File: config.mk
export PLATFORM = sky130hd
export DESIGN_NAME = mwdma_strobe_gen
export DESIGN_NICKNAME = d
export VERILOG_FILES = /design/src/rtl/mwdma_pkg.sv /design/src/rtl/mwdma_mode_regs.sv /design/src/rtl/mwdma_word_counter.sv /design/src/rtl/mwdma_phase_ctrl.sv /design/src/rtl/mwdma_strobe_gen.sv
export SDC_FILE = /design/constraint.sdc
export NUM_CORES = 1
export LEC_CHECK = 0
export ABC_AREA = 1
export BUFFER_PORTS_ARGS = -buffer_cell sky130_fd_sc_hd__buf_2
export CAP_MARGIN = 15
export CORE_MARGIN = 2
export CORE_UTILIZATION = 45
export DETAILED_ROUTE_END_ITERATION = 7
export GPL_TIMING_DRIVEN = 0
export PLACE_DENSITY_LB_ADDON = 0.25
export RECOVER_POWER = 50
export SYNTH_ARGS = -nofsm -noshare
export SYNTH_HDL_FRONTEND = slang
export SYNTH_SLANG_ARGS = --single-unit
File: constraint.sdc
create_clock -name clk -period 4.2 [get_ports clk]
set_input_delay 0.42 -clock clk [delete_from_list [all_inputs] [get_ports clk]]
set_output_delay 0.42 -clock clk [all_outputs]
set_load 0.05 [all_outputs]
File: src/rtl/mwdma_pkg.sv
package mwdma_pkg;

    localparam int TMR_W = 3;

    typedef enum logic [1:0] {
        PROF_A = 2'd0,
        PROF_B = 2'd1,
        PROF_C = 2'd2,
        PROF_D = 2'd3
    } profile_e;

    typedef enum logic [2:0] {
        ST_IDLE,
        ST_WAIT,
        ST_ACT,
        ST_REC,
        ST_DONE
    } state_e;

    typedef struct packed {
        logic [TMR_W-1:0] act;
        logic [TMR_W-1:0] rec;
    } phase_t;

    typedef struct packed {
        profile_e prof;
        logic     dir;
    } xfer_cfg_t;

    // Strobe-low and recovery lengths in 62.5 ns clock periods.
    function automatic phase_t profile_phases(profile_e p);
        phase_t ph;
        case (p)
            PROF_A:  begin ph.act = TMR_W'(4); ph.rec = TMR_W'(5); end
            PROF_B:  begin ph.act = TMR_W'(3); ph.rec = TMR_W'(4); end
            PROF_C:  begin ph.act = TMR_W'(2); ph.rec = TMR_W'(2); end
            default: begin ph.act = TMR_W'(1); ph.rec = TMR_W'(2); end
        endcase
        return ph;
    endfunction

endpackage

File: src/rtl/mwdma_mode_regs.sv
module mwdma_mode_regs
    import mwdma_pkg::*;
#(
    parameter int NUM_DEV = 2,
    parameter int DEV_W   = 1
) (
    input  logic             clk,
    input  logic             rst,
    input  logic             wr_en,
    input  logic [DEV_W-1:0] wr_dev,
    input  profile_e         wr_prof,
    input  logic [DEV_W-1:0] rd_dev,
    output profile_e         rd_prof
);

    profile_e prof_q [NUM_DEV];

    for (genvar d = 0; d < NUM_DEV; d++) begin : g_dev
        always_ff @(posedge clk) begin
            if (rst) begin
                prof_q[d] <= PROF_A;
            end else if (wr_en && (wr_dev == DEV_W'(d))) begin
                prof_q[d] <= wr_prof;
            end
        end
    end

    always_comb begin
        rd_prof = PROF_A;
        for (int d = 0; d < NUM_DEV; d++) begin
            if (rd_dev == DEV_W'(d)) rd_prof = prof_q[d];
        end
    end

endmodule

File: src/rtl/mwdma_word_counter.sv
module mwdma_word_counter #(
    parameter int CNT_W = 16
) (
    input  logic             clk,
    input  logic             rst,
    input  logic             load,
    input  logic [CNT_W-1:0] load_val,
    input  logic             dec,
    output logic             last
);

    logic [CNT_W-1:0] remaining;

    always_ff @(posedge clk) begin
        if (rst) begin
            remaining <= '0;
        end else if (load) begin
            remaining <= load_val;
        end else if (dec && (remaining != '0)) begin
            remaining <= remaining - CNT_W'(1);
        end
    end

    assign last = (remaining == '0);

endmodule

File: src/rtl/mwdma_phase_ctrl.sv
module mwdma_phase_ctrl
    import mwdma_pkg::*;
(
    input  logic   clk,
    input  logic   rst,
    input  logic   launch,
    input  logic   launch_empty,
    input  logic   dmarq,
    input  logic   last_word,
    input  phase_t phases,
    output state_e state,
    output logic   word_end
);

    logic [TMR_W-1:0] tmr;

    always_ff @(posedge clk) begin
        if (rst) begin
            state <= ST_IDLE;
            tmr   <= '0;
        end else begin
            case (state)
                ST_IDLE: begin
                    if (launch) state <= launch_empty ? ST_DONE : ST_WAIT;
                end
                ST_WAIT: begin
                    if (dmarq) begin
                        state <= ST_ACT;
                        tmr   <= phases.act - TMR_W'(1);
                    end
                end
                ST_ACT: begin
                    if (tmr == '0) begin
                        state <= ST_REC;
                        tmr   <= phases.rec - TMR_W'(1);
                    end else begin
                        tmr <= tmr - TMR_W'(1);
                    end
                end
                ST_REC: begin
                    if (tmr != '0) begin
                        tmr <= tmr - TMR_W'(1);
                    end else if (last_word) begin
                        state <= ST_DONE;
                    end else if (dmarq) begin
                        state <= ST_ACT;
                        tmr   <= phases.act - TMR_W'(1);
                    end else begin
                        state <= ST_WAIT;
                    end
                end
                ST_DONE: state <= ST_IDLE;
                default: state <= ST_IDLE;
            endcase
        end
    end

    assign word_end = (state == ST_ACT) && (tmr == '0);

endmodule

File: src/rtl/mwdma_strobe_gen.sv
module mwdma_strobe_gen
    import mwdma_pkg::*;
#(
    parameter int NUM_DEV = 2,
    parameter int CNT_W   = 16,
    localparam int DEV_W  = (NUM_DEV > 1) ? $clog2(NUM_DEV) : 1
) (
    input  logic             clk,
    input  logic             rst,
    input  logic             cfg_we,
    input  logic [DEV_W-1:0] cfg_dev,
    input  logic [1:0]       cfg_profile,
    input  logic             start,
    input  logic [DEV_W-1:0] start_dev,
    input  logic             start_dir,
    input  logic [CNT_W-1:0] start_words,
    input  logic             dmarq,
    output logic             dmack_n,
    output logic             dior_n,
    output logic             diow_n,
    output logic             busy,
    output logic             done
);

    state_e    state;
    logic      idle;
    logic      accept;
    logic      cfg_ok;
    logic      word_end;
    logic      last_word;
    profile_e  dev_prof;
    xfer_cfg_t cur_q;
    phase_t    phases;

    assign idle   = (state == ST_IDLE);
    assign accept = start && idle;
    assign cfg_ok = cfg_we && idle;

    mwdma_mode_regs #(
        .NUM_DEV (NUM_DEV),
        .DEV_W   (DEV_W)
    ) i_regs (
        .clk     (clk),
        .rst     (rst),
        .wr_en   (cfg_ok),
        .wr_dev  (cfg_dev),
        .wr_prof (profile_e'(cfg_profile)),
        .rd_dev  (start_dev),
        .rd_prof (dev_prof)
    );

    always_ff @(posedge clk) begin
        if (rst) begin
            cur_q.prof <= PROF_A;
            cur_q.dir  <= 1'b0;
        end else if (accept) begin
            cur_q.prof <= dev_prof;
            cur_q.dir  <= start_dir;
        end
    end

    assign phases = profile_phases(cur_q.prof);

    mwdma_word_counter #(
        .CNT_W (CNT_W)
    ) i_cnt (
        .clk      (clk),
        .rst      (rst),
        .load     (accept),
        .load_val (start_words),
        .dec      (word_end),
        .last     (last_word)
    );

    mwdma_phase_ctrl i_ctrl (
        .clk          (clk),
        .rst          (rst),
        .launch       (accept),
        .launch_empty (start_words == '0),
        .dmarq        (dmarq),
        .last_word    (last_word),
        .phases       (phases),
        .state        (state),
        .word_end     (word_end)
    );

    assign busy    = !idle;
    assign done    = (state == ST_DONE);
    assign dmack_n = !((state == ST_WAIT) || (state == ST_ACT) || (state == ST_REC));
    assign dior_n  = !((state == ST_ACT) && !cur_q.dir);
    assign diow_n  = !((state == ST_ACT) &&  cur_q.dir);

endmodule

==> results of run 1 <==
-- stage by stage --
stage	hold slack, ns	instance area, um^2	setup slack (ns)	utilization, %	power (W)
2_1_floorplan	0.444	2100	2.61	-	0.00121
3_3_place_gp	0.459	2310	2.59	52.4	0.00140
3_5_place_dp	0.469	2310	2.60	52.4	0.00141
4_1_cts	0.440	2450	2.28	55.4	0.00177
5_1_grt	0.482	2420	1.67	54.9	0.00191
6_report	0.440	2420	1.99	54.9	0.00175
-- per-layer routing --
metal	global-route usage (%)	part of all wire (%)
met1	29.3	49
met2	34.5	44
met3	3.33	5.0
met4	7.76	2.0
met5	0	0
-- flip-flops by register name (all words and copies together), names as in the netlist --
name / cells
cur_q: 3
i_cnt.remaining: 16
i_ctrl.state: 3
i_ctrl.tmr: 3
i_regs.prof_q: 4
-- path summary, 6_finish.rpt --
kind / from / end / slack [ns] / depth (start not counted)
worst min register to register: cur_q[0] / cur_q[0] / 0.47 / 2
worst max-delay path: i_ctrl.state[0] / i_cnt.remaining[7] / 1.99 / 10
worst min-delay path: start_dir / cur_q[0] / 0.44 / 3
worst max register to register: i_ctrl.state[0] / i_cnt.remaining[7] / 1.99 / 10
-- cells in the mapped netlist --
| library cell | instances | share of area [%] |
|---|---|---|
| buf_8 | 1 | 0.71 |
| o211ai_1 | 1 | 0.36 |
| a21boi_1 | 5 | 1.8 |
| nor2_1 | 54 | 9.6 |
| o21a_1 | 1 | 0.36 |
| buf_6 | 2 | 1.1 |
| xor2_1 | 5 | 2.1 |
| nand2_2 | 5 | 1.5 |
| clkbuf_1 | 2 | 0.36 |
| o22ai_1 | 1 | 0.30 |
| o21ai_0 | 10 | 2.4 |
| nor3_1 | 9 | 2.1 |
| nand4_1 | 3 | 0.89 |
| nor2_2 | 5 | 1.5 |
| inv_2 | 3 | 0.54 |
| dfxtp_1 | 25 | 24 |
| a21oi_1 | 18 | 4.3 |
| nand3_2 | 1 | 0.48 |
| nand3b_1 | 4 | 1.4 |
| edfxtp_1 | 4 | 5.7 |
| inv_1 | 36 | 6.4 |
| nand2_4 | 3 | 1.6 |
| clkinv_2 | 1 | 0.24 |
| nand2_1 | 88 | 16 |
| nor2_4 | 3 | 1.6 |
| buf_2 | 3 | 0.71 |
| a21oi_2 | 1 | 0.42 |
| nand3_1 | 39 | 9.3 |
| buf_4 | 1 | 0.36 |
| ha_1 | 4 | 2.4 |
-- power by group through the flow --
stage / logic (W) / registers [W] / clock network (W)
after detailed placement: 0.000973 / 0.000434 / 0
after global routing: 0.00111 / 0.000440 / 0.000365
after global placement: 0.000968 / 0.000433 / 0
final: 0.000969 / 0.000429 / 0.000352
after CTS: 0.000982 / 0.000429 / 0.000358
after floorplan: 0.000791 / 0.000417 / 0
-- kinds of logic after synthesis --
| family | Yosys count | share of synthesized area, % |
|---|---|---|
| AND/OR/NAND/NOR | 214 | 45.7 |
| AO/OA/AOI/OAI | 37 | 9.88 |
| adder cells (fa/ha/maj) | 4 | 2.38 |
| XOR/XNOR | 5 | 2.08 |
| flip-flops | 29 | 29.5 |
| buffers and inverters | 49 | 10.4 |
-- cell type report --
cell class | instances | area, um^2
Inverter | 40 | 151
Clock inverter | 3 | 65.1
Timing Repair Buffer | 29 | 145
Fill cell | 440 | 1990
Clock buffer | 5 | 68.8
Sequential cell | 29 | 621
Buffer | 9 | 65.1
Multi-Input combinational cell | 260 | 1240
Tap cell | 52 | 65.1
-- worst max-delay path, stage by stage, from the launching register on --
cell,delay [ns]
dfxtp_1,0.36
inv_1,0.11
nand2_1,0.09
nor2_1,0.38
nand2_1,0.39
inv_2,0.15
clkbuf_1,0.35
nand2_1,0.11
nand3_1,0.10
nand2_1,0.05
inv_1,0.05
==> results.txt, run 1 <==
Status: complete, no violations
Routed WL: 5.05 mm
Max-cap viol count: 0
Int Pwr: 0.000913 W
Critical path arrival: 2.45 ns
GPL Wtd Cong: 0.974
Post-Synthesis Cells: 338
Synth Cell Area: 2100 um^2
Via count: 2186
Wirelength per Cell: 11.8 um
GR Util All Layers: 21.5%
Post-CTS setup buffer count: 0
Site row count: 24
I/O Buffers: 29
Die height: 72.4 um
Worst-margin pin slew: 0.512 ns
GRT overflow: 0
Resize count post-CTS: 0
Crit path capture type: flip-flop
FF+latch count, synth: 29
Most common library cell in the layout ignoring fill and taps: nand2_1
Worst hold path class: in -> reg
Fin. Hold Viols: 0
Root Driver: clkbuf_8
Worst EP required: 4.44 ns
Initial DRC count: 127
Highest clock rate: 0.453 GHz
Critical path startpoint category: flip-flop
Switching pwr: 0.000837 W
Antenna Nets Post-Route: 0
Share of cells above drive strength 1: 15.7%
Clock Sinks: 29
Fin crit share: 52.5%
First-pass GRT wire length: 8.93 mm
CTS Buf Count: 5
Die Span X: 72.4 um
Area growth from synthesis to layout: 15.3%
Nets: 404
Leakage: 1.20 nW
Clock share of power: 20.1%
Via density: 5.12
CTS tree: yes
Initial antenna violation count: 0
RSZ-0062 raised after global routing: no
Sequential share of the synthesized area: 29.5%
Worst-Skew Late Latency: 0.29 ns
Clk buf depth: 2
Setup violations, final: 0
Gate power share: 55.4%
Flop pwr share: 24.5%
Final std cells w/o fill: 427
Max Clock Skew: 0.00412 ns
Most frequent cells in the layout: 90 x nand2_1, 56 x nor2_1, 39 x nand3_1, 37 x inv_1, 30 x buf_2
CTS Hold Bufs: 0
Crit path max fanout: 10
Syn. warnings: 0
Slew HR: 65.8%
Tmin final: 2.21 ns
H-tree depth: 2
I/O Pins: 31
Path type of the worst setup path: reg -> reg
Die area: 5240 um^2
Core Box Area: 4410 um^2
Syn_nets: 368
Antenna cells: 0
Vias in the first global route: 2028
Sum of negative setup slack: 0 ns
Reg clk slew, reported paths: 0.07 ns
Switching share of total power: 47.8%
Post-route DRC: 0
DRT Pass-1 Iters: 5
DP HPWL: 3.87 mm
IR drop worst, VDD: 0.000367 V
Max Slew Vio Count: 0
Post-placement cell count: 419
Synth unique cells: 30
PwrDens: 722 nW/um^2
Syn_area_per_cell: 6.22 um^2
Initial Util: 47.6%
Largest net degree at the start of global routing: 11
No activity file was read; power rests on OpenSTA's default activity.
==> inputs of run 2 (changes only) <==
clock period = 2 ns   (was 4.2 ns; I/O delays follow)
==> run 2 against run 1 <==
Flip-flop and latch count unchanged. Highest routed layer unchanged. Critical endpoint is now dior_n. Setup slack worse by 1.7 ns. Worst hold slack worse by 0.22 ns. Combinational power up 110%. First-iteration DRC count down 0.79%. Design area up 0.52%.
==> results.txt, run 2 (synthesis results as in run 1) <==
Share of cells above drive strength 1: 15.7%
Design area: 2440 um^2
IR drop worst, VDD: 0.000764 V
DP HPWL: 3.87 mm
Multi-input gate area: 1260 um^2
Most flops, register: i_cnt.remaining
DRT Pass-1 Iters: 6
Status: complete, no violations
Largest net degree at the start of global routing: 11
Antenna Nets Post-Route: 0
Max Clock Skew: 0.00454 ns
Die Span X: 72.4 um
Switching pwr: 0.00177 W
Initial DRC count: 126
Storage cell area: 621 um^2
Critical path arrival: 1.54 ns
Root Driver: clkbuf_8
Int Pwr: 0.00193 W
GRT overflow: 0
Initial Util: 47.6%
Tmin final: 1.74 ns
Worst EP required: 1.80 ns
Final std cells w/o fill: 427
Worst-margin pin slew: 0.606 ns
CTS Hold Bufs: 0
Biggest regs: i_cnt.remaining (16), i_regs.prof_q (4)
Resize count post-CTS: 0
Max FFs per register: 16
Most common library cell in the layout ignoring fill and taps: nand2_1
GR Util All Layers: 21.5%
Dpl cell area: 2310 um^2
Gate power share: 55.7%
DR WL met3: 328 um
CTS tree: yes
Final Hold Slack: 0.224 ns
Wirelength per Cell: 11.9 um
WL met2: 2.23 mm
Clk buf depth: 2
Max-cap viol count: 0
Worst-Skew Late Latency: 0.29 ns
Vias in the first global route: 2028
Max Slew Vio Count: 0
Core Box Area: 4410 um^2
DRT met1 WL: 2.42 mm
Clock share of power: 19.9%
I/O Buffers: 29
Switching share of total power: 47.9%
H-tree depth: 2
CTS Buf Count: 5
Worst hold path class: in -> reg
Via count: 2190
Max Used Layer: met4
Sum of negative setup slack: 0 ns
Routed WL: 5.06 mm
Antenna cells: 0
RSZ-0062 raised after global routing: no
Final Util: 55.2%
PwrDens: 1520 nW/um^2
Initial antenna violation count: 0
Crit path max fanout: 6
Path type of the worst setup path: reg -> out
Highest clock rate: 0.576 GHz
Site row count: 24
GPL Wtd Cong: 0.974
Nets: 404
Most frequent cells in the layout: 88 x nand2_1, 56 x nor2_1, 39 x nand3_1, 37 x inv_1, 27 x buf_2
Die height: 72.4 um
Slew HR: 59.8%
Clock Sinks: 29
Fin crit share: 86.8%
Die area: 5240 um^2
Fin. Hold Viols: 0
Post-placement cell count: 419
Crit path capture type: output port
Setup violations, final: 0
Post-route DRC: 0
I/O Pins: 31
Post-CTS setup buffer count: 0
Leakage: 1.20 nW
Via density: 5.13
Flop pwr share: 24.3%
Area growth from synthesis to layout: 15.9%
Filler cells: 440
Critical path startpoint category: flip-flop
Reg clk slew, reported paths: 0.07 ns
First-pass GRT wire length: 8.93 mm
-- run 2: changes by cell type in the layout (fill, tap and decap cells not counted), sizes merged --
| cell | change |
|---|---|
| buf | -3 |
| clkbuf | +3 |
-- run 2: final cells by class --
cell class	instances	share of cell area [%]
multi-input combinational	260	51.6
inverter	40	6.21
clock buffer	5	2.82
sequential	29	25.5
tap	52	2.67
buffer	9	2.72
timing repair buffer	29	5.80
clock inverter	3	2.67
-- run 2: power by group through the flow --
stage	Sequential (W)	Combinational [W]	Clock, W
after floorplan	0.000876	0.00166	0
after global placement	0.000910	0.00203	0
after detailed placement	0.000912	0.00204	0
after CTS	0.000900	0.00206	0.000752
after global routing	0.000922	0.00235	0.000767
final	0.000901	0.00206	0.000737
-- run 2: through the flow --
stage	setup slack, ns	power [W]
after global routing	0.129	0.00404
after detailed placement	0.437	0.00296
after global placement	0.452	0.00294
after floorplan	0.620	0.00254
final	0.264	0.00370
after CTS	0.297	0.00371
-- run 2: layer usage --
layer | vias to the layer above | track usage (%)
met3 | 10 | 3.33
met1 | 973 | 29.3
met4 | 0 | 7.76
met2 | 59 | 34.5
li1 | 1148 | -
met5 | - | 0
-- run 2: worst max-delay path: stages (launching register included) --
cell and delay (ns):
dfxtp_1 0.46, inv_2 0.08, nand2_2 0.11, nor2_4 0.06
nand2_1 0.06, clkbuf_1 0.47
-- run 2: worst paths after layout --
check / start / endpoint / slack (ns) / cells after the start
max: i_ctrl.state[2] / dior_n / 0.26 / 5
min reg2reg: cur_q[0] / cur_q[0] / 0.47 / 2
min: start_dir / cur_q[0] / 0.22 / 3
max reg2reg: i_cnt.remaining[0] / i_cnt.remaining[13] / 0.33 / 10
==> inputs of run 3 (changes only) <==
CORE_UTILIZATION = 25   (was 45)
==> run 3 against run 2 <==
Maximum frequency shrank 3.3%. Clock skew hardly changed. Global-route usage fell by 8.4 points. Non-clock buffer count is the same. Setup slack lost 0.059 ns. Highest routed layer unchanged. Design area is 0.72% higher. Final cell count up 12%. Critical endpoint is now dmack_n. First-iteration DRC count up 25%. Critical path depth rose by 1. Critical path type unchanged. Routed wire length grew 12%. Sequential power increased by 0.4%.
==> results.txt, run 3 (synthesis results as in run 1) <==
Initial DRC count: 158
Antenna Nets Post-Route: 0
Post-CTS setup buffer count: 0
RSZ-0062 raised after global routing: no
GRT overflow: 0
Worst-Skew Late Latency: 0.28 ns
Fin. Hold Viols: 0
Worst hold path class: in -> reg
Worst reg2reg setup slack: 0.32 ns
CTS tree: yes
Crit path to: dmack_n
PwrDens: 1410 nW/um^2
Most flops, register: i_cnt.remaining
WL met2: 2.57 mm
Most frequent cells in the layout: 90 x nand2_1, 55 x nor2_1, 39 x nand3_1, 37 x inv_1, 28 x buf_2
Routed WL: 5.65 mm
I/O Buffers: 29
Critical path arrival: 1.60 ns
Worst-margin pin slew: 0.609 ns
Crit path capture type: output port
Via count: 2161
Die height: 95.7 um
DRT met1 WL: 2.83 mm
Wirelength per Cell: 11.8 um
Die Span X: 95.7 um
Status: complete, no violations
Max Clock Skew: 0.00433 ns
DR WL met3: 182 um
DRT Pass-1 Iters: 4
Clock Sinks: 29
Worst Reg-to-Reg Cells: 9
Setup violations, final: 0
Post-route DRC: 0
Dpl cell area: 2380 um^2
Worst r2r dst: i_cnt.remaining[12]
Crit path max fanout: 5
Largest net degree at the start of global routing: 11
H-tree depth: 2
IR drop worst, VDD: 0.000423 V
Resize count post-CTS: 0
Biggest regs: i_cnt.remaining (16), i_regs.prof_q (4)
Highest clock rate: 0.557 GHz
Clk buf depth: 2
Crit path launch: i_ctrl.state[0]
Max Used Layer: met4
Fin crit share: 89.8%
Tmin final: 1.80 ns
Via density: 4.50
First-pass GRT wire length: 9.32 mm
I/O Pins: 31
Antenna cells: 0
Worst EP required: 1.80 ns
Max FFs per register: 16
Max-cap viol count: 0
Path type of the worst setup path: reg -> out
CTS Hold Bufs: 0
Core Box Area: 8180 um^2
Slew HR: 59.6%
DP HPWL: 4.50 mm
Sum of negative setup slack: 0 ns
Most common library cell in the layout ignoring fill and taps: nand2_1
Site row count: 33
Design area: 2450 um^2
Die area: 9160 um^2
CTS Buf Count: 5
Critical path startpoint category: flip-flop
Vias in the first global route: 1982
Reg clk slew, reported paths: 0.07 ns
Nets: 404
R2R Path Start: i_cnt.remaining[6]
Leakage: 1.18 nW
GPL Wtd Cong: 0.833
Initial antenna violation count: 0
Max Slew Vio Count: 0
Root Driver: clkbuf_8
Area growth from synthesis to layout: 16.7%
Share of cells above drive strength 1: 15.7%
GR Util All Layers: 13.1%
Initial Util: 25.7%
## run 3: critical path, stage by stage, from the launching register on
cell,delay (ns)
dfxtp_1,0.44
inv_1,0.11
nand2_1,0.15
inv_1,0.08
nor2_1,0.25
inv_1,0.07
buf_2,0.21
## run 3: routing by layer
metal	up-vias	track usage, %
met5	-	0
met4	0	4.29
met3	4	1.57
met2	48	21.4
met1	960	17.9
li1	1149	-
## run 3: layout make-up
cell class	instances	area, um^2
Inverter	40	151
Tap cell	105	131
Clock inverter	3	17.5
Buffer	9	67.6
Multi-Input combinational cell	260	1260
Fill cell	941	5720
Clock buffer	5	68.8
Timing Repair Buffer	29	141
Sequential cell	29	621
## run 3: worst min-delay path by stage
stage	start	end	depth (start not counted)
2_1_floorplan	start_dev	cur_q[2]	2
3_3_place_gp	cur_q[0]	cur_q[0]	2
3_5_place_dp	cur_q[0]	cur_q[0]	2
4_1_cts	start_words[8]	i_cnt.remaining[8]	5
5_1_grt	start_words[8]	i_cnt.remaining[8]	5
6_report	start_words[8]	i_cnt.remaining[8]	5
## run 3: power breakdown
part           internal [W]  leakage [nW]  switching (W)  total, W
clock network      0.000240        0.0439       0.000248  0.000488
logic              0.000684         0.883        0.00139   0.00207
registers          0.000750         0.248       0.000155  0.000905
total               0.00167          1.18        0.00179   0.00347
## run 3: per-stage QoR
step                setup slack, ns  utilization [%]  hold slack, ns  power [W]  instances
floorplan                     0.620                -           0.391    0.00254        338
global route                 0.0991             30.0           0.269    0.00380        480
finish                        0.204             30.0           0.236    0.00347        480
detailed placement            0.401             29.1           0.476    0.00301        472
global placement              0.421             29.1           0.470    0.00299        472
CTS                           0.252             30.2           0.231    0.00350        480
